File: config.mk
export PLATFORM = sky130hd
export DESIGN_NAME = gpio_port_ctrl
export DESIGN_NICKNAME = d
export VERILOG_FILES = /design/src/rtl/gpio_pkg.sv /design/src/rtl/gpio_regfile.sv /design/src/rtl/gpio_in_sync.sv /design/src/rtl/gpio_pin_cell.sv /design/src/rtl/gpio_port_ctrl.sv
export SDC_FILE = /design/constraint.sdc
export NUM_CORES = 1
export LEC_CHECK = 0
export BUFFER_PORTS_ARGS = -buffer_cell sky130_fd_sc_hd__buf_2
export CAP_MARGIN = 10
export CORE_MARGIN = 4
export CORE_UTILIZATION = 55
export CTS_BUF_LIST = sky130_fd_sc_hd__clkbuf_2
export DETAILED_ROUTE_END_ITERATION = 8
export HOLD_SLACK_MARGIN = 0.08
export PLACE_DENSITY = 0.82
export SYNTH_ARGS = -nofsm -noshare
export SYNTH_HDL_FRONTEND = slang
export SYNTH_SLANG_ARGS = --single-unit
export TNS_END_PERCENT = 10
File: constraint.sdc
create_clock -name clk_i -period 2.2 [get_ports clk_i]
set_clock_uncertainty 0.2 [all_clocks]
set_input_delay 0.33 -clock clk_i [delete_from_list [all_inputs] [get_ports clk_i]]
set_output_delay 0.33 -clock clk_i [all_outputs]
set_load 0.02 [all_outputs]
File: src/rtl/gpio_pkg.sv
package gpio_pkg;
  localparam int NPINS  = 32;
  localparam int DW     = 32;
  localparam int SEL_W  = 2;
  localparam int NALT   = (1 << SEL_W) - 1;
  localparam int HALF   = DW / SEL_W;   // pins per select word
  localparam int NRW    = 7;            // writable words 0..6
  localparam int A_OUT  = 0;
  localparam int A_TCR  = 1;
  localparam int A_OSL  = 2;
  localparam int A_OSH  = 3;
  localparam int A_TSL  = 4;
  localparam int A_TSH  = 5;
  localparam int A_OD   = 6;
  localparam int A_IN   = 7;

  function automatic logic [NPINS-1:0] rev_bits(input logic [NPINS-1:0] x);
    logic [NPINS-1:0] r;
    for (int i = 0; i < NPINS; i++) r[i] = x[NPINS-1-i];
    return r;
  endfunction
endpackage

File: src/rtl/gpio_regfile.sv
module gpio_regfile
  import gpio_pkg::*;
#(
  parameter int ADDR_W = 5
) (
  input  logic              clk_i,
  input  logic              rst_ni,
  input  logic              req_i,
  input  logic              we_i,
  input  logic [ADDR_W-1:0] addr_i,
  input  logic [DW-1:0]     wdata_i,
  input  logic [NPINS-1:0]  in_lvl_i,
  output logic [DW-1:0]     rdata_o,
  output logic [DW-1:0]     out_q_o,
  output logic [DW-1:0]     tcr_q_o,
  output logic [DW-1:0]     od_q_o,
  output logic [DW-1:0]     osl_q_o,
  output logic [DW-1:0]     osh_q_o,
  output logic [DW-1:0]     tsl_q_o,
  output logic [DW-1:0]     tsh_q_o
);
  logic [DW-1:0] rw_q [NRW];

  always_ff @(posedge clk_i or negedge rst_ni) begin
    if (!rst_ni) begin
      for (int i = 0; i < NRW; i++) rw_q[i] <= '0;
    end else begin
      for (int i = 0; i < NRW; i++)
        if (req_i && we_i && addr_i == ADDR_W'(i)) rw_q[i] <= wdata_i;
    end
  end

  always_comb begin
    rdata_o = '0;
    for (int i = 0; i < NRW; i++)
      if (addr_i == ADDR_W'(i)) rdata_o = rw_q[i];
    if (addr_i == ADDR_W'(A_IN)) rdata_o = rev_bits(in_lvl_i);
  end

  assign out_q_o = rw_q[A_OUT];
  assign tcr_q_o = rw_q[A_TCR];
  assign osl_q_o = rw_q[A_OSL];
  assign osh_q_o = rw_q[A_OSH];
  assign tsl_q_o = rw_q[A_TSL];
  assign tsh_q_o = rw_q[A_TSH];
  assign od_q_o  = rw_q[A_OD];
endmodule

File: src/rtl/gpio_in_sync.sv
module gpio_in_sync #(
  parameter int W      = 32,
  parameter int STAGES = 2
) (
  input  logic         clk_i,
  input  logic         rst_ni,
  input  logic [W-1:0] d_i,
  output logic [W-1:0] q_o
);
  logic [W-1:0] st_q [STAGES];

  always_ff @(posedge clk_i or negedge rst_ni) begin
    if (!rst_ni) begin
      for (int i = 0; i < STAGES; i++) st_q[i] <= '0;
    end else begin
      st_q[0] <= d_i;
      for (int i = 1; i < STAGES; i++) st_q[i] <= st_q[i-1];
    end
  end

  assign q_o = st_q[STAGES-1];
endmodule

File: src/rtl/gpio_pin_cell.sv
module gpio_pin_cell
  import gpio_pkg::*;
(
  input  logic             reg_out_i,
  input  logic             reg_oe_i,
  input  logic             od_en_i,
  input  logic [SEL_W-1:0] osel_i,
  input  logic [SEL_W-1:0] tsel_i,
  input  logic [NALT-1:0]  alt_out_i,
  input  logic [NALT-1:0]  alt_oe_i,
  output logic             pad_out_o,
  output logic             pad_oe_o
);
  logic val, drv;

  always_comb begin
    val = (osel_i == '0) ? reg_out_i : alt_out_i[osel_i - SEL_W'(1)];
    drv = (tsel_i == '0) ? reg_oe_i  : alt_oe_i[tsel_i - SEL_W'(1)];
    if (od_en_i) begin
      // open drain: pull low only, release for a one
      pad_out_o = 1'b0;
      pad_oe_o  = drv & ~val;
    end else begin
      pad_out_o = val;
      pad_oe_o  = drv;
    end
  end
endmodule

File: src/rtl/gpio_port_ctrl.sv
module gpio_port_ctrl
  import gpio_pkg::*;
#(
  parameter int ADDR_W      = 5,
  parameter int SYNC_STAGES = 2
) (
  input  logic                       clk_i,
  input  logic                       rst_ni,
  input  logic                       req_i,
  input  logic                       we_i,
  input  logic [ADDR_W-1:0]          addr_i,
  input  logic [DW-1:0]              wdata_i,
  output logic [DW-1:0]              rdata_o,
  input  logic [NPINS-1:0]           pin_i,
  input  logic [NALT-1:0][NPINS-1:0] alt_out_i,
  input  logic [NALT-1:0][NPINS-1:0] alt_oe_i,
  output logic [NPINS-1:0]           pad_out_o,
  output logic [NPINS-1:0]           pad_oe_o,
  output logic [NPINS-1:0]           pad_od_o
);
  logic [NPINS-1:0] in_lvl;
  logic [DW-1:0] out_q, tcr_q, od_q, osl_q, osh_q, tsl_q, tsh_q;

  gpio_in_sync #(.W(NPINS), .STAGES(SYNC_STAGES)) u_sync (
    .clk_i, .rst_ni, .d_i(pin_i), .q_o(in_lvl)
  );

  gpio_regfile #(.ADDR_W(ADDR_W)) u_regs (
    .clk_i, .rst_ni, .req_i, .we_i, .addr_i, .wdata_i,
    .in_lvl_i(in_lvl), .rdata_o,
    .out_q_o(out_q), .tcr_q_o(tcr_q), .od_q_o(od_q),
    .osl_q_o(osl_q), .osh_q_o(osh_q), .tsl_q_o(tsl_q), .tsh_q_o(tsh_q)
  );

  for (genvar n = 0; n < NPINS; n++) begin : g_pin
    localparam int RB = NPINS - 1 - n;
    localparam int FH = DW - 1 - SEL_W * (n % HALF);
    logic [SEL_W-1:0] osel, tsel;
    logic [NALT-1:0]  a_out, a_oe;

    if (n < HALF) begin : g_lo
      assign osel = osl_q[FH -: SEL_W];
      assign tsel = tsl_q[FH -: SEL_W];
    end else begin : g_hi
      assign osel = osh_q[FH -: SEL_W];
      assign tsel = tsh_q[FH -: SEL_W];
    end

    for (genvar s = 0; s < NALT; s++) begin : g_alt
      assign a_out[s] = alt_out_i[s][n];
      assign a_oe[s]  = alt_oe_i[s][n];
    end

    gpio_pin_cell u_cell (
      .reg_out_i(out_q[RB]), .reg_oe_i(tcr_q[RB]), .od_en_i(od_q[RB]),
      .osel_i(osel), .tsel_i(tsel), .alt_out_i(a_out), .alt_oe_i(a_oe),
      .pad_out_o(pad_out_o[n]), .pad_oe_o(pad_oe_o[n])
    );

    assign pad_od_o[n] = od_q[RB];
  end
endmodule

# Yosys cells after proc, flatten, opt, wreduce, memory -nomap -nowiden
# Cells that the tools add are included.
# W data, S select, Z words.
# op_classes
bitwise	64
reduce_logical	73
muxes	264
n_lt_le_gt_ge	64
eq_ne	7
add_sub_neg	64
# ops
operator	n
$mux W32	8
$lt A2 B3 Y1 const B	64
$mux W1	192
$bmux W1 S2	64
$logic_not A2 Y1	64
$sub A2 B1 Y2 const B	64
$and A1 B1 Y1	32
$not A1 Y1	32
$eq A5 B3 Y1 const B	4
$eq A5 B2 Y1 const B	2
$logic_and A1 B1 Y1	8
$eq A5 B1 Y1 const B	1
$logic_not A5 Y1	1
# word_totals
word_cells	545
input_bits	265
regBits	288

# Logic depth before layout (Yosys ltp)
# logic_depth
depth_word	9
ltp_mapped	7
mapped_depth_nobuf	6

# Hierarchy
# A second synthesis with hierarchy kept.
# hier_totals
hier_cells	1428
hier_area_um2	16283.1
# modules_own_cells
mod	cells_each	instances	area_per_inst_um2
gpio_regfile	820	1	10757.8
gpio_pin_cell	16	32	115.1
gpio_in_sync	96	1	1841.8

# Worst setup path before layout
# Ideal clock, no wire load.
# synth_timing
path_kind	input to output
start	input addr_i[0]
end	output rdata_o[11]
path_slack_ps	-106
stages	6
arrival_time_ps	1776
cell_sequence	buf_2 buf_6 o21ai_0 clkbuf_1 o31ai_1 a221oi_1
# synth_between
elab_chain_len	9
word_cells_on_any_way	16
classes_between	eq/ne (7); mux (8); reduce/logical (1)
# synth_rtl
element	line	source
start, declared	gpio_port_ctrl.sv:11	input logic [ADDR_W-1:0] addr_i,
$logic_not A5 Y1	gpio_regfile.sv:36	if (addr_i == ADDR_W'(i)) rdata_o = rw_q[i];
$mux W32 (7 in series)	gpio_regfile.sv:36	
$mux W32 (*)	gpio_regfile.sv:37	if (addr_i == ADDR_W'(A_IN)) rdata_o = rev_bits(in_lvl_i);
end, declared	gpio_port_ctrl.sv:13	output logic [DW-1:0] rdata_o,
# Every way passes the cells marked *; elsewhere a longest branch is shown, timed or not.

# Worst setup path after layout
# layout_timing
start	register u_regs.rw_q, in the netlist u_regs.tsl_q_o[7]
end	output pad_oe_o[12]
# layout_between
elab_chain_len	6
word_cells_on_any_way	7
classes_between	add/sub (1); mux (4); bitwise (1); reduce/logical (1)
# layout_rtl
element	line	source
start, declared	gpio_regfile.sv:22	logic [DW-1:0] rw_q [NRW];
start signal, assigned by index	gpio_regfile.sv:29	if (req_i && we_i && addr_i == ADDR_W'(i)) rw_q[i] <= wdata_i;
$sub A2 B1 Y2	gpio_pin_cell.sv:18	drv = (tsel_i == '0) ? reg_oe_i : alt_oe_i[tsel_i - SEL_W'(1)];
$bmux W1 S2	gpio_pin_cell.sv:18	
$mux W1 (not written as such)	gpio_pin_cell.sv:18	
$mux W1 (*)	gpio_pin_cell.sv:18	
$and A1 B1 Y1	gpio_pin_cell.sv:22	pad_oe_o = drv & ~val;
$mux W1 (*)	gpio_pin_cell.sv:19	if (od_en_i) begin
end, declared	gpio_port_ctrl.sv:18	output logic [NPINS-1:0] pad_oe_o,
# Every way passes the cells marked *; elsewhere a longest branch is shown, timed or not. The select of a mux whose other input is x is not followed.

==> qor.txt <==
Fin. Hold Viols -> 0
cell family with most CP delay -> compound AO/OA/AOI/OAI gates
pwr dens -> 735 mW/mm^2
Rel. slew slack -> 58.5%
violated checks -> setup timing
core area -> 0.0300 mm^2
hpwl dp -> 40200 um
Critical Path AT -> 2810 ps
pin count of the biggest net entering global routing -> 63
Die Footprint -> 0.0335 mm^2
top-area cell type share of the netlist area -> 42.8%
Max Fclk -> 300 MHz
Worst VDD drop -> 0.000435 V
worst path buffer plus inverter count -> 2
synth top area cells -> dfrtp_1 (43%), mux2_2 (16%), mux2i_1 (5.7%), buf_4 (4.8%), ha_1 (4.8%)
first-pass GRT wire length -> 89000 um
unrepaired setup endpoints after global routing -> true
status -> complete, but fails checks
most common cell after layout, fill and taps aside -> buf_2
initial antenna violation count -> 4
Final nets -> 2430
RD Place Congestion -> 0.931
total of max-cap violations -> 0
Worst R2R Start -> u_regs.od_q_o[23]
Worst setup SP type -> register
IO Count -> 393
Inst Count DP -> 2278
CP startpoint -> u_regs.tsl_q_o[7]
initial cell density of the core -> 56.2%
Syn Area/Cell -> 11.1 um^2
Die Span Y -> 183 um
worst slew pin tran -> 622 ps
Setup crit end kind -> output port
post-synthesis net count -> 1853
worst r2r path cells -> 2
vias in the first global route -> 16300
crit-path cells -> inv_2 > ha_4 > mux2i_1 > nor2_1 > a311oi_2 > a221oi_4 > buf_6
CTS buffer count -> 75
Crit path required time -> 1670 ps
commonest non-fill, non-tap cells in the layout -> buf_2 (337), dfrtp_1 (277), mux2_2 (232)
Worst Setup EP -> pad_oe_o[12]
Slew Viols, Final -> 0
Synth Cell Area -> 0.0168 mm^2
Synth cell types -> 37
clock root buffer -> clkbuf_2
post-synthesis cell count -> 1524
first-iteration detailed-routing DRC count -> 1336
setup violators final -> 97
post-layout minimum cycle time -> 3340 ps
leakage -> 0.0111 uW
GRT overflow -> 0
PortBufs -> 392
CP max FO -> 3
sequential share of the synthesized area -> 42.8%
vias -> 15700
Levels on crit path -> 7
R2R Setup Slk -> 540 ps
crit share post-route -> 152%
final core occ -> 76.6%
Die Width -> 183 um
slowest stage delay, CP -> 570 ps
Hold Crit Class -> reg2reg
# rows -> 63
final worst-path setup slack -> -1140 ps
design area -> 0.0230 mm^2
Placed Area -> 0.0197 mm^2
post-route ant nets -> 0
wire per inst -> 24.4 um
Clock Sinks -> 288
share of layout cells above drive strength 1 -> 51.2%
GR Util All Layers -> 33.8%
CP Class -> reg2out
area grow syn2layout -> 36.3%
DRC -> 0
Finished Layout Cells -> 2550
Synth Register Bits -> 288
Worst-path clk slew -> 140 ps
warnings from Yosys -> 0
1st-pass router iterations -> 6
Worst R2R End -> u_regs.od_q_o[23]
CTS tree -> yes
dominant cell type by area after synthesis -> dfrtp_1
slowest CP cell -> a311oi_2
Routed WL -> 62200 um
worst-case clock buffer depth -> 3
Worst-Skew Late Latency -> 860 ps
vias per cell -> 6.15
CTS H-tree lvls -> 3
total power -> 16900 uW
cells by family (layout without fill, tap and decap cells):
kind of cell	Yosys count	after routing	synth area share (%)
multiplexers	361	361	24.8
AND/OR/NAND/NOR	180	180	5.51
flip-flops	288	288	42.8
buffers and inverters	361	992	10.8
other	0	5	0
AO/OA/AOI/OAI	270	270	11.5
adder cells (fa/ha/maj)	64	64	4.75
cell type report:
cell class,count,area [um^2]
Antenna cell,5,12.5
Timing Repair Buffer,668,4920
Sequential cell,288,7220
Fill cell,1856,6990
Clock buffer,110,551
Clock inverter,21,163
Inverter,193,729
Tap cell,390,488
Multi-Input combinational cell,875,8870
state kept, by name, summed over array words and instances (netlist names):
signal          cells
u_regs.tsh_q_o     32
u_regs.osh_q_o     32
u_regs.out_q_o     32
u_sync.st_q        32
u_regs.tsl_q_o     32
u_regs.osl_q_o     32
u_sync.q_o         32
u_regs.tcr_q_o     32
u_regs.od_q_o      32
layer usage:
metal / track usage, % / part of all wire (%) / wire length, um
met1: 39.5 / 35 / 22000
met3: 7.10 / 8.8 / 5500
met4: 18.2 / 6.5 / 4080
met2: 58.4 / 49 / 30600
met5: 0 / 0.011 / 7
worst min-delay path by stage:
stage,slack (ps),startpoint,cells past startpoint,end
floorplan,-170,rst_ni,0,u_regs.od_q_o[0]
global placement,40,rst_ni,1,u_sync.st_q[60]
detailed placement,50,rst_ni,1,u_regs.od_q_o[3]
CTS,80,wdata_i[2],3,u_regs.od_q_o[2]
global route,90,wdata_i[3],3,u_regs.tcr_q_o[3]
finish,130,u_sync.st_q[37],0,u_sync.q_o[5]
stage by stage:
stage               worst slack [ps]  hold WS, ps  setup TNS (ps)
finish                         -1140          134          -68980
global route                   -1230         92.5          -82460
CTS                             -956         81.0          -70980
detailed placement              -261         46.9          -12600
global placement                -314         41.8           -9270
floorplan                       -106         -166           -1900
synthesized netlist by cell type, drive strengths merged:
cell type	number
dfrtp	288
mux2	245
inv	193
buf	147
mux2i	96
a21oi	66
ha	64
a221oi	53
nor2	49
o21ai	43
nand2	36
a311oi	32
nand4	32
nor2b	32
o311ai	32
nor3	23
a2bb2oi	21
clkbuf	21
o31ai	21
mux4	20
o221ai	2
and2	1
and4	1
nand2b	1
nand3	1
nand3b	1
nand4b	1
nor3b	1
or2	1
report_power, final:
group	switching, uW	internal [uW]	total, uW
Clock	2360	1680	4040
Sequential	605	5900	6500
Combinational	3240	3080	6320
Total	6200	10700	16900
what timing repair did:
action	in CTS	in global routing
hold buffers	117	0
resized for setup	154	126
endpoints found under the setup margin	97	98
hold endpoints to repair	544	0
setup buffers	8	13
pin swaps	16	21
No activity file was read; power rests on OpenSTA's default activity.
